<file path="config.mk">
export PLATFORM = sky130hd
export DESIGN_NAME = flash_cmd_front
export DESIGN_NICKNAME = d
export VERILOG_FILES = /design/src/rtl/flash_cmd_front.sv
export SDC_FILE = /design/constraint.sdc
export NUM_CORES = 1
export LEC_CHECK = 0
export ABC_AREA = 0
export BUFFER_PORTS_ARGS = -buffer_cell sky130_fd_sc_hd__buf_2
export CORE_MARGIN = 3
export CORE_UTILIZATION = 50
export DETAILED_ROUTE_END_ITERATION = 6
export PLACE_DENSITY = 0.84
export SLEW_MARGIN = 15
export SYNTH_ARGS = -nofsm -noshare
export SYNTH_HDL_FRONTEND = slang
export SYNTH_SLANG_ARGS = --single-unit
</file>
<file path="constraint.sdc">
create_clock -name clk -period 2.25 [get_ports clk]
set_input_delay 0.45 -clock clk [delete_from_list [all_inputs] [get_ports clk]]
set_output_delay 0.45 -clock clk [all_outputs]
set_load 0.005 [all_outputs]
</file>
<file path="src/rtl/flash_cmd_front.sv">
module flash_cmd_front #(
  parameter logic [7:0] MFR_CODE = 8'h07,
  parameter logic [7:0] DEV_CODE = 8'h51,
  parameter int unsigned SYNC = 2
) (
  input  logic        clk,
  input  logic        rst_n,
  input  logic        we_n,
  input  logic        re_n,
  input  logic        cle,
  input  logic        ale,
  input  logic        wp_n,
  input  logic [7:0]  io_in,
  input  logic        eng_busy,
  input  logic        eng_done,
  input  logic        eng_fail,
  output logic        op_valid,
  output logic [2:0]  op_kind,
  output logic [8:0]  op_col,
  output logic [1:0]  op_page,
  output logic [12:0] op_sector,
  output logic [1:0]  out_mode,
  output logic [7:0]  reg_byte,
  output logic        deep_stby,
  output logic        cmd_err
);
  localparam logic [2:0] K_NONE = 3'd0, K_READ = 3'd1, K_SEQ = 3'd2, K_PROG = 3'd3,
                         K_ERASE = 3'd4, K_REWR = 3'd5, K_STOP = 3'd6;
  localparam logic [1:0] M_ARR = 2'd0, M_STAT = 2'd1, M_ID = 2'd2;

  typedef enum logic [2:0] {PH_IDLE, PH_ADDR, PH_DATA, PH_ERCONF, PH_IDADDR} phase_t;

  logic [SYNC:0] we_sh, re_sh;
  logic we_rise, re_rise, is_cmd, is_adr, is_both;
  phase_t phase;
  logic [1:0]  acnt, id_idx;
  logic [2:0]  pend, ctx, cur_op;
  logic [8:0]  col_q;
  logic [1:0]  page_q;
  logic [12:0] sec_q;
  logic        fail_q;

  assign we_rise = we_sh[SYNC-1] & ~we_sh[SYNC];
  assign re_rise = re_sh[SYNC-1] & ~re_sh[SYNC];
  assign is_cmd  = cle & ~ale;
  assign is_adr  = ale & ~cle;
  assign is_both = cle & ale;

  assign op_col    = col_q;
  assign op_page   = page_q;
  assign op_sector = sec_q;

  assign reg_byte = (out_mode == M_STAT) ? {wp_n, ~eng_busy, 5'b0, fail_q & ~eng_busy} :
                    (out_mode == M_ID)   ? ((id_idx == 2'd0) ? MFR_CODE :
                                            (id_idx == 2'd1) ? DEV_CODE : 8'h00) :
                    8'h00;

  always_ff @(posedge clk or negedge rst_n) begin
    if (!rst_n) begin
      we_sh <= '1;
      re_sh <= '1;
    end else begin
      we_sh <= {we_sh[SYNC-1:0], we_n};
      re_sh <= {re_sh[SYNC-1:0], re_n};
    end
  end

  always_ff @(posedge clk or negedge rst_n) begin
    if (!rst_n) begin
      phase     <= PH_IDLE;
      acnt      <= '0;
      id_idx    <= '0;
      pend      <= K_NONE;
      ctx       <= K_NONE;
      cur_op    <= K_NONE;
      col_q     <= '0;
      page_q    <= '0;
      sec_q     <= '0;
      fail_q    <= 1'b0;
      op_valid  <= 1'b0;
      op_kind   <= K_NONE;
      out_mode  <= M_ARR;
      deep_stby <= 1'b0;
      cmd_err   <= 1'b0;
    end else begin
      op_valid <= 1'b0;
      if (eng_done) fail_q <= eng_fail;
      if (re_rise && out_mode == M_ID && id_idx != 2'd2) id_idx <= id_idx + 2'd1;

      if (we_rise) begin
        if (deep_stby) begin
          if (is_cmd && io_in == 8'hC1) deep_stby <= 1'b0;
        end else if (eng_busy) begin
          if (is_cmd && io_in == 8'h70) begin
            out_mode <= M_STAT;
          end else if (is_cmd && io_in == 8'hF0 && (cur_op == K_READ || cur_op == K_SEQ)) begin
            op_valid <= 1'b1;
            op_kind  <= K_STOP;
            cur_op   <= K_STOP;
            ctx      <= K_NONE;
            out_mode <= M_ARR;
            phase    <= PH_IDLE;
          end
        end else if (is_both) begin
          cmd_err <= 1'b1;
          phase   <= PH_IDLE;
        end else if (is_cmd) begin
          case (phase)
            PH_DATA: begin
              phase <= PH_IDLE;
              if (io_in == 8'h10 || io_in == 8'h1F) begin
                if (wp_n) begin
                  op_valid <= 1'b1;
                  op_kind  <= (io_in == 8'h10) ? K_PROG : K_REWR;
                  cur_op   <= (io_in == 8'h10) ? K_PROG : K_REWR;
                  ctx      <= K_NONE;
                end
              end else begin
                cmd_err <= 1'b1;
              end
            end
            PH_ERCONF: begin
              phase <= PH_IDLE;
              if (io_in == 8'hD0) begin
                if (wp_n) begin
                  op_valid <= 1'b1;
                  op_kind  <= K_ERASE;
                  cur_op   <= K_ERASE;
                  ctx      <= K_NONE;
                end
              end else begin
                cmd_err <= 1'b1;
              end
            end
            PH_ADDR, PH_IDADDR: begin
              cmd_err <= 1'b1;
              phase   <= PH_IDLE;
            end
            default: begin
              case (io_in)
                8'h00: begin
                  if (out_mode == M_STAT && ctx != K_NONE) begin
                    out_mode <= M_ARR;
                  end else begin
                    phase <= PH_ADDR;
                    pend  <= K_READ;
                    acnt  <= 2'd0;
                  end
                end
                8'h0F: begin
                  phase <= PH_ADDR;
                  pend  <= K_SEQ;
                  acnt  <= 2'd0;
                end
                8'h80: begin
                  phase <= PH_ADDR;
                  pend  <= K_PROG;
                  acnt  <= 2'd0;
                end
                8'h60: begin
                  phase  <= PH_ADDR;
                  pend   <= K_ERASE;
                  acnt   <= 2'd2;
                  col_q  <= '0;
                  page_q <= '0;
                end
                8'h70: out_mode <= M_STAT;
                8'h90: phase <= PH_IDADDR;
                8'hF0: begin
                  op_valid <= 1'b1;
                  op_kind  <= K_STOP;
                  cur_op   <= K_STOP;
                  ctx      <= K_NONE;
                  out_mode <= M_ARR;
                end
                8'hC0: deep_stby <= 1'b1;
                8'hC1: ;
                default: cmd_err <= 1'b1;
              endcase
            end
          endcase
        end else if (is_adr) begin
          if (phase == PH_ADDR) begin
            case (acnt)
              2'd0: col_q[7:0] <= io_in;
              2'd1: begin
                col_q[8] <= io_in[0];
                page_q   <= io_in[2:1];
                if (io_in[7:3] != 5'b0) cmd_err <= 1'b1;
              end
              2'd2: sec_q[7:0] <= io_in;
              default: begin
                sec_q[12:8] <= io_in[4:0];
                if (io_in[7:5] != 3'b0) cmd_err <= 1'b1;
              end
            endcase
            acnt <= acnt + 2'd1;
            if (acnt == 2'd3) begin
              case (pend)
                K_READ, K_SEQ: begin
                  op_valid <= 1'b1;
                  op_kind  <= pend;
                  cur_op   <= pend;
                  ctx      <= pend;
                  out_mode <= M_ARR;
                  phase    <= PH_IDLE;
                end
                K_PROG:  phase <= PH_DATA;
                default: phase <= PH_ERCONF;
              endcase
            end
          end else if (phase == PH_IDADDR) begin
            out_mode <= M_ID;
            id_idx   <= 2'd0;
            phase    <= PH_IDLE;
          end else begin
            cmd_err <= 1'b1;
          end
        end
      end
    end
  end
endmodule

</file>
==> results.cfg, run 1 <==
[clock_tree]
path_clk_slew_ps = 90
worst_skew_pair.late_latency_ps = 310
cts_tree = done
cts_buffer_depth = 2
cts_hold_buf = 0
clock-sinks = 52
cts_made_buffers = 5
root_buffer = clkbuf_8
cts.htree.levels = 2

[detailed_routing]
antenna_left = 0
vias_per_cell = 6.03
drcViolationCount = 0
drt_pass1_iterations = 5
drt_iter0_markers = 270
vias = 2785
routedWlPerCell_um = 18.2
wirelength_mm = 8.40

[die]
fp.dieArea_um2 = 6920
core_um2 = 5640
ios = 58
die_w_um = 83.2
initial_core_util = 0.528
dieHeight_um = 83.2
placementRows = 27

[setup_path]
criticalPathCategory = primary input to flop
required_ps = 2440
start_kind = primary input
startpoint = io_in[4]
endpoint = phase[0]
critical_path_arrival_ps = 2440
ff2ff_setup_slack_ps = 30
critPathMaxFanout = 3
r2r-start = phase[0]
r2r_cells = 6
timing.rr.end = phase[0]
cp-end-kind = flop

[worst_hold_path]
hold_path_class = primary input to async pin

[place]
io_buffer_count = 55
hpwl_mm = 6.08
place_inst = 452
dpl_worst_slack_ps = -399
gp_congestion = 0.909

[timing]
skew_ps = 6.16
tightest_slew_ps = 726
finalWorstSetupSlack_ps = 1.52
rsz0062_at_grt = true
timing.fmax_mhz = 445
hold_viol_final = 0
period_share = 0.999
fin_crit_ps = 2250
final_max_slew_viol_count = 0
relSlewSlack = 0.515
setup-violations-final = 0

[synth]
synthArstFlopShare = 1.00
synth_area_um2 = 2980
synth_mux_area_frac = 0.131
synth-edff-count = 0
synth_xor_xnor_area_share = 0.00882
synth_simple_gate_area_share = 0.194
synth_compound_area_frac = 0.139
synthAdderAreaFrac = 0.0462
yosysWarnings = 0
seq_area_frac_synth = 0.439
ys_types = 65
synth-main-ff-cell = dfrtp_1
ys_ff_latch = 52
synth_top_family_by_area = simple AND/OR/NAND/NOR gates
synth.avg_cell_area_um2 = 10.4
syn-instance-count = 287

[finish]
multi_input_area_um2 = 1650
antennaDiodeCount = 0
post-route-util = 0.695
finalNonFillerCells = 462
nets = 418
register_area_um2 = 1310
syn_to_final_growth_pct = 31.7
fillers = 406
drive_gt1_frac = 0.456

[global_routing]
grt.total_usage = 0.244
antenna_found_initial = 0
grt-ovfl-total = 0
grt_pass1_vias = 2701
grt_first_pass_wirelength_mm = 13.6
grt_max_degree = 30

[pwr]
p_leak_nw = 1.90
power_density_nw_per_um2 = 530
peakVddDrop_mv = 0.351

[job]
cap_violations = 0

[status]
status = completed
## how the worst min path moves through the flow
stage / startpoint / to / slack [ps]
6_report: rst_n / op_col[5] / 130
5_1_grt: rst_n / op_col[4] / 170
4_1_cts: rst_n / op_col[5] / 150
3_5_place_dp: re_sh[0] / re_sh[1] / 350
3_3_place_gp: re_sh[0] / re_sh[1] / 350
2_1_floorplan: rst_n / acnt[0] / 150
## power breakdown
part	total, mW	internal, mW	leakage [nW]	switching, mW
Clock	0.647	0.329	0.0541	0.318
Combinational	0.401	0.198	1.17	0.203
Sequential	1.03	0.992	0.673	0.0391
## what timing repair did
item | CTS | global route
pin swaps | 1 | 2
gates resized for setup | 6 | 16
buffers inserted | 1 | 1
cloned | 0 | 0
setup endpoints to repair | 15 | 15
## through the flow
stage	TNS (ps)	area, um2	hold WS (ps)	power, mW
3_5_place_dp	-6070	3690	348	1.40
4_1_cts	0	3840	153	2.05
3_3_place_gp	-5100	3690	346	1.39
5_1_grt	-212	3920	167	2.18
6_report	0	3920	127	2.08
2_1_floorplan	-1050	3000	154	1.22
## area by class of cell
| cell class | instances | area share |
|---|---|---|
| repair buffers | 108 | 0.180 |
| well taps | 72 | 0.0230 |
| clock buffers | 5 | 0.0175 |
| inverters | 15 | 0.0143 |
| clock inverters | 3 | 0.0108 |
| multi-input cells | 207 | 0.421 |
| flip-flops and latches | 52 | 0.334 |
## critical path, stage by stage
cell and delay [ps]:
buf_6 90, or4_4 520, or4_4 540, o32a_1 350, o2111ai_4 150, mux2_4 340
## metal layers
layer  GRT usage  part of all wire
met1       0.324              0.42
met2       0.386              0.47
met3      0.0516             0.075
met4       0.103             0.036
met5           0                 0
## sequential cells by signal, indices dropped and copies added (netlist names), 3 cells and up
name and flops:
ctx 3, pend 3, op_sector 13, we_sh 3, re_sh 3, op_col 9
phase 3, cur_op 3
## synthesized netlist by cell type, types with 2 or more instances
master     instances  share of area
dfrtp_1           46           0.39
xnor2_1            2         0.0059
nor2_1            22          0.028
o2111ai_1          4          0.012
mux2_4             3          0.015
nor2b_1            8          0.017
o22a_1             2         0.0059
nor3_1             5         0.0084
inv_1             15          0.019
ha_1              11          0.046
or3_1              2         0.0042
clkbuf_1           7         0.0088
a31oi_1            3         0.0063
buf_2              2         0.0034
o41ai_1            2         0.0059
or4_1              3         0.0076
nand3_1            4         0.0067
nor3b_1            4          0.010
a21oi_1            9          0.015
mux2_1             3          0.011
nand2b_1           3         0.0063
o21bai_1           2         0.0050
mux2_2            24          0.091
buf_4              3         0.0076
a211oi_1           2         0.0050
o21ai_0           13          0.022
buf_1              2         0.0025
and2_1             5          0.010
nand2_1           22          0.028
dfstp_2            6          0.053
a21o_1             2         0.0050
nand4b_1           2         0.0059
mux2i_1            4          0.013
nand4_1            7          0.015
o211ai_1           2         0.0050
nand4bb_1          2         0.0076
## cells in the final DEF (no fill, tap or decap), drive strengths merged, types with 3 or more instances in the layout
| master | Yosys | layout |
|---|---|---|
| nand4 | 7 | 7 |
| nand2 | 22 | 22 |
| a21oi | 11 | 11 |
| o2111ai | 5 | 5 |
| inv | 15 | 15 |
| or4 | 4 | 4 |
| ha | 11 | 11 |
| mux2i | 4 | 4 |
| nor3 | 5 | 5 |
| nand2b | 3 | 3 |
| nor2 | 22 | 22 |
| mux2 | 30 | 30 |
| nor3b | 4 | 4 |
| a31oi | 3 | 3 |
| clkbuf | 7 | 5 |
| nand3 | 4 | 4 |
| nor2b | 8 | 8 |
| o21ai | 13 | 13 |
| dfrtp | 46 | 46 |
| and2 | 5 | 5 |
| buf | 7 | 108 |
| dfstp | 6 | 6 |
## logic make-up (layout without fill, tap and decap cells)
kind of cell    Yosys count  count (layout)
compound gates           55              55
simple gates            102             102
other cells               1               2
buf+inv                  29             131
fa+ha+maj                11              11
flops                    52              52
xor+xnor                  3               3
mux                      34              34
No activity file was read; power rests on OpenSTA's default activity.
==> run 2: changes to the inputs <==
clock period = 1.8 ns   (was 2.25 ns; I/O delays follow)
==> run 2 against run 1 <==
  * The flow now finishes with violations (setup timing)
  * Sequential cell count unchanged
  * Hold slack improved by 0.97 ps
  * Register-to-register slack worse by 490 ps
  * Via count increased by 13%
  * Sequential share of layout area shrank 4.4 points
  * Critical path depth up 1
  * Clock power is 7.9% higher
  * Largest cell class unchanged
  * Largest power group unchanged
==> results.cfg, run 2 (synthesis gave the netlist of run 1 again) <==
[detailed_routing]
wirelength_mm = 10.8
vias_per_cell = 6.26
top_layer = met4
drt_pass1_iterations = 5
met3_length_mm = 1.01
vias = 3155
drcViolationCount = 0
routedWlPerCell_um = 21.4
antenna_left = 0
drt_iter0_markers = 378
wirelength_met1_mm = 3.88
met2_length_mm = 5.27

[place]
place_area_um2 = 3920
hpwl_mm = 6.49
gp_congestion = 0.962
io_buffer_count = 55
dpl_worst_slack_ps = -761

[finish]
fillers = 317
antennaDiodeCount = 0
syn_to_final_growth_pct = 51.6
drive_gt1_frac = 0.560
largest_register_ff_count = 13
final_area_um2 = 4520
register_area_um2 = 1310
final_common_cell = buf_4
final_cell_mix = buf_4, buf_2, dfrtp_1
nets = 460
multi_input_area_um2 = 1900

[timing]
setup-violations-final = 44
hold_ws_ps = 128
skew_ps = 6.22
finalWorstSetupSlack_ps = -459
tightest_slew_ps = 514
rsz0062_at_grt = true
hold_viol_final = 0
period_share = 1.26
timing.fmax_mhz = 443
relSlewSlack = 0.657
final_max_slew_viol_count = 0
fin_crit_ps = 2260
tns_ps = -14410

[global_routing]
grt-ovfl-total = 0
grt.total_usage = 0.283
grt_max_degree = 36
grt_pass1_vias = 3092
antenna_found_initial = 0
grt_first_pass_wirelength_mm = 15.7

[die]
ios = 58
core_um2 = 5640
fp.dieArea_um2 = 6920
dieHeight_um = 83.2
placementRows = 27
initial_core_util = 0.528
die_w_um = 83.2

[setup_path]
critical_path_arrival_ps = 2470
timing.rr.end = cur_op[2]
ff2ff_setup_slack_ps = -460
r2r_cells = 7
critPathMaxFanout = 4
cp-end-kind = flop
criticalPathCategory = flop to flop
r2r-start = phase[2]
start_kind = flop
required_ps = 2010

[pwr]
p_comb_frac = 0.253
peakVddDrop_mv = 0.462
p_leak_nw = 2.16
switching_power_mw = 0.807
seqPwrFrac = 0.485
power_density_nw_per_um2 = 589
p_sw_frac = 0.303
p_int_mw = 1.86
clock_power_share = 0.262

[clock_tree]
root_buffer = clkbuf_8
cts_buffer_depth = 2
cts_made_buffers = 5
worst_skew_pair.late_latency_ps = 320
clock-sinks = 52
path_clk_slew_ps = 100
cts_tree = done
cts.htree.levels = 2

[worst_hold_path]
worstHoldStart = re_n
hold_path_class = primary input to flop
whs_endpoint = re_sh[0]
hold_depth = 1

[status]
status = finished, violations left
failed_checks = setup timing

[job]
cap_violations = 0
-- run 2: changes by cell type in the layout (fill, tap and decap cells not counted), sizes merged --
cell,change
inv,+1
dlygate4sd3,+1
bufinv,-1
buf,+41
-- run 2: worst max-delay path, cell delays in order, from the launching register on --
cell       delay, ps
dfrtp_1          450
buf_4            170
nand4bb_1        180
a21boi_1         210
o2111ai_2        200
a2111oi_4        410
buf_4            220
mux2_4           310
-- run 2: how the worst max path moves through the flow --
stage,cells after the start,slack (ps),start,to
final,7,-460,phase[2],cur_op[2]
after global routing,7,-510,phase[2],cur_op[2]
after CTS,6,-430,phase[0],cur_op[2]
after detailed placement,6,-760,io_in[6],phase[1]
after global placement,6,-730,io_in[6],phase[1]
after floorplan,6,-640,io_in[1],phase[0]
-- run 2: cell type report --
| type | count | area share |
|---|---|---|
| Tap cell | 72 | 0.0199 |
| Sequential cell | 52 | 0.290 |
| Inverter | 15 | 0.0125 |
| Clock inverter | 3 | 0.00471 |
| Clock buffer | 5 | 0.0152 |
| Timing Repair Buffer | 150 | 0.238 |
| Multi-Input combinational cell | 207 | 0.420 |
-- run 2: power by group through the flow --
stage          Sequential, mW  Combinational, mW  Clock (mW)
6_report                 1.29              0.673       0.698
5_1_grt                  1.30              0.711       0.743
4_1_cts                  1.28              0.592       0.690
3_5_place_dp             1.30              0.513           0
3_3_place_gp             1.30              0.501           0
2_1_floorplan            1.30              0.234           0
-- run 2: repair_timing --
item / CTS / global route
buffers inserted: 15 / 6
gates resized for setup: 52 / 39
endpoints found under the hold margin: 5 / 0
pin swaps: 13 / 15
hold buffers: 1 / 0
endpoints found under the setup margin: 44 / 49
-- run 2: routing by layer --
layer	track usage	vias to the layer above
li1	-	1321
met1	0.347	1523
met2	0.476	242
met3	0.0675	69
met4	0.119	0
met5	0	-
-- run 2: per-stage QoR --
step / std cells / util / total power [mW]
final: 504 / 0.801 / 2.66
after detailed placement: 477 / 0.695 / 1.82
after CTS: 500 / 0.769 / 2.57
after floorplan: 288 / - / 1.53
after global placement: 477 / 0.695 / 1.80
after global routing: 504 / 0.801 / 2.75
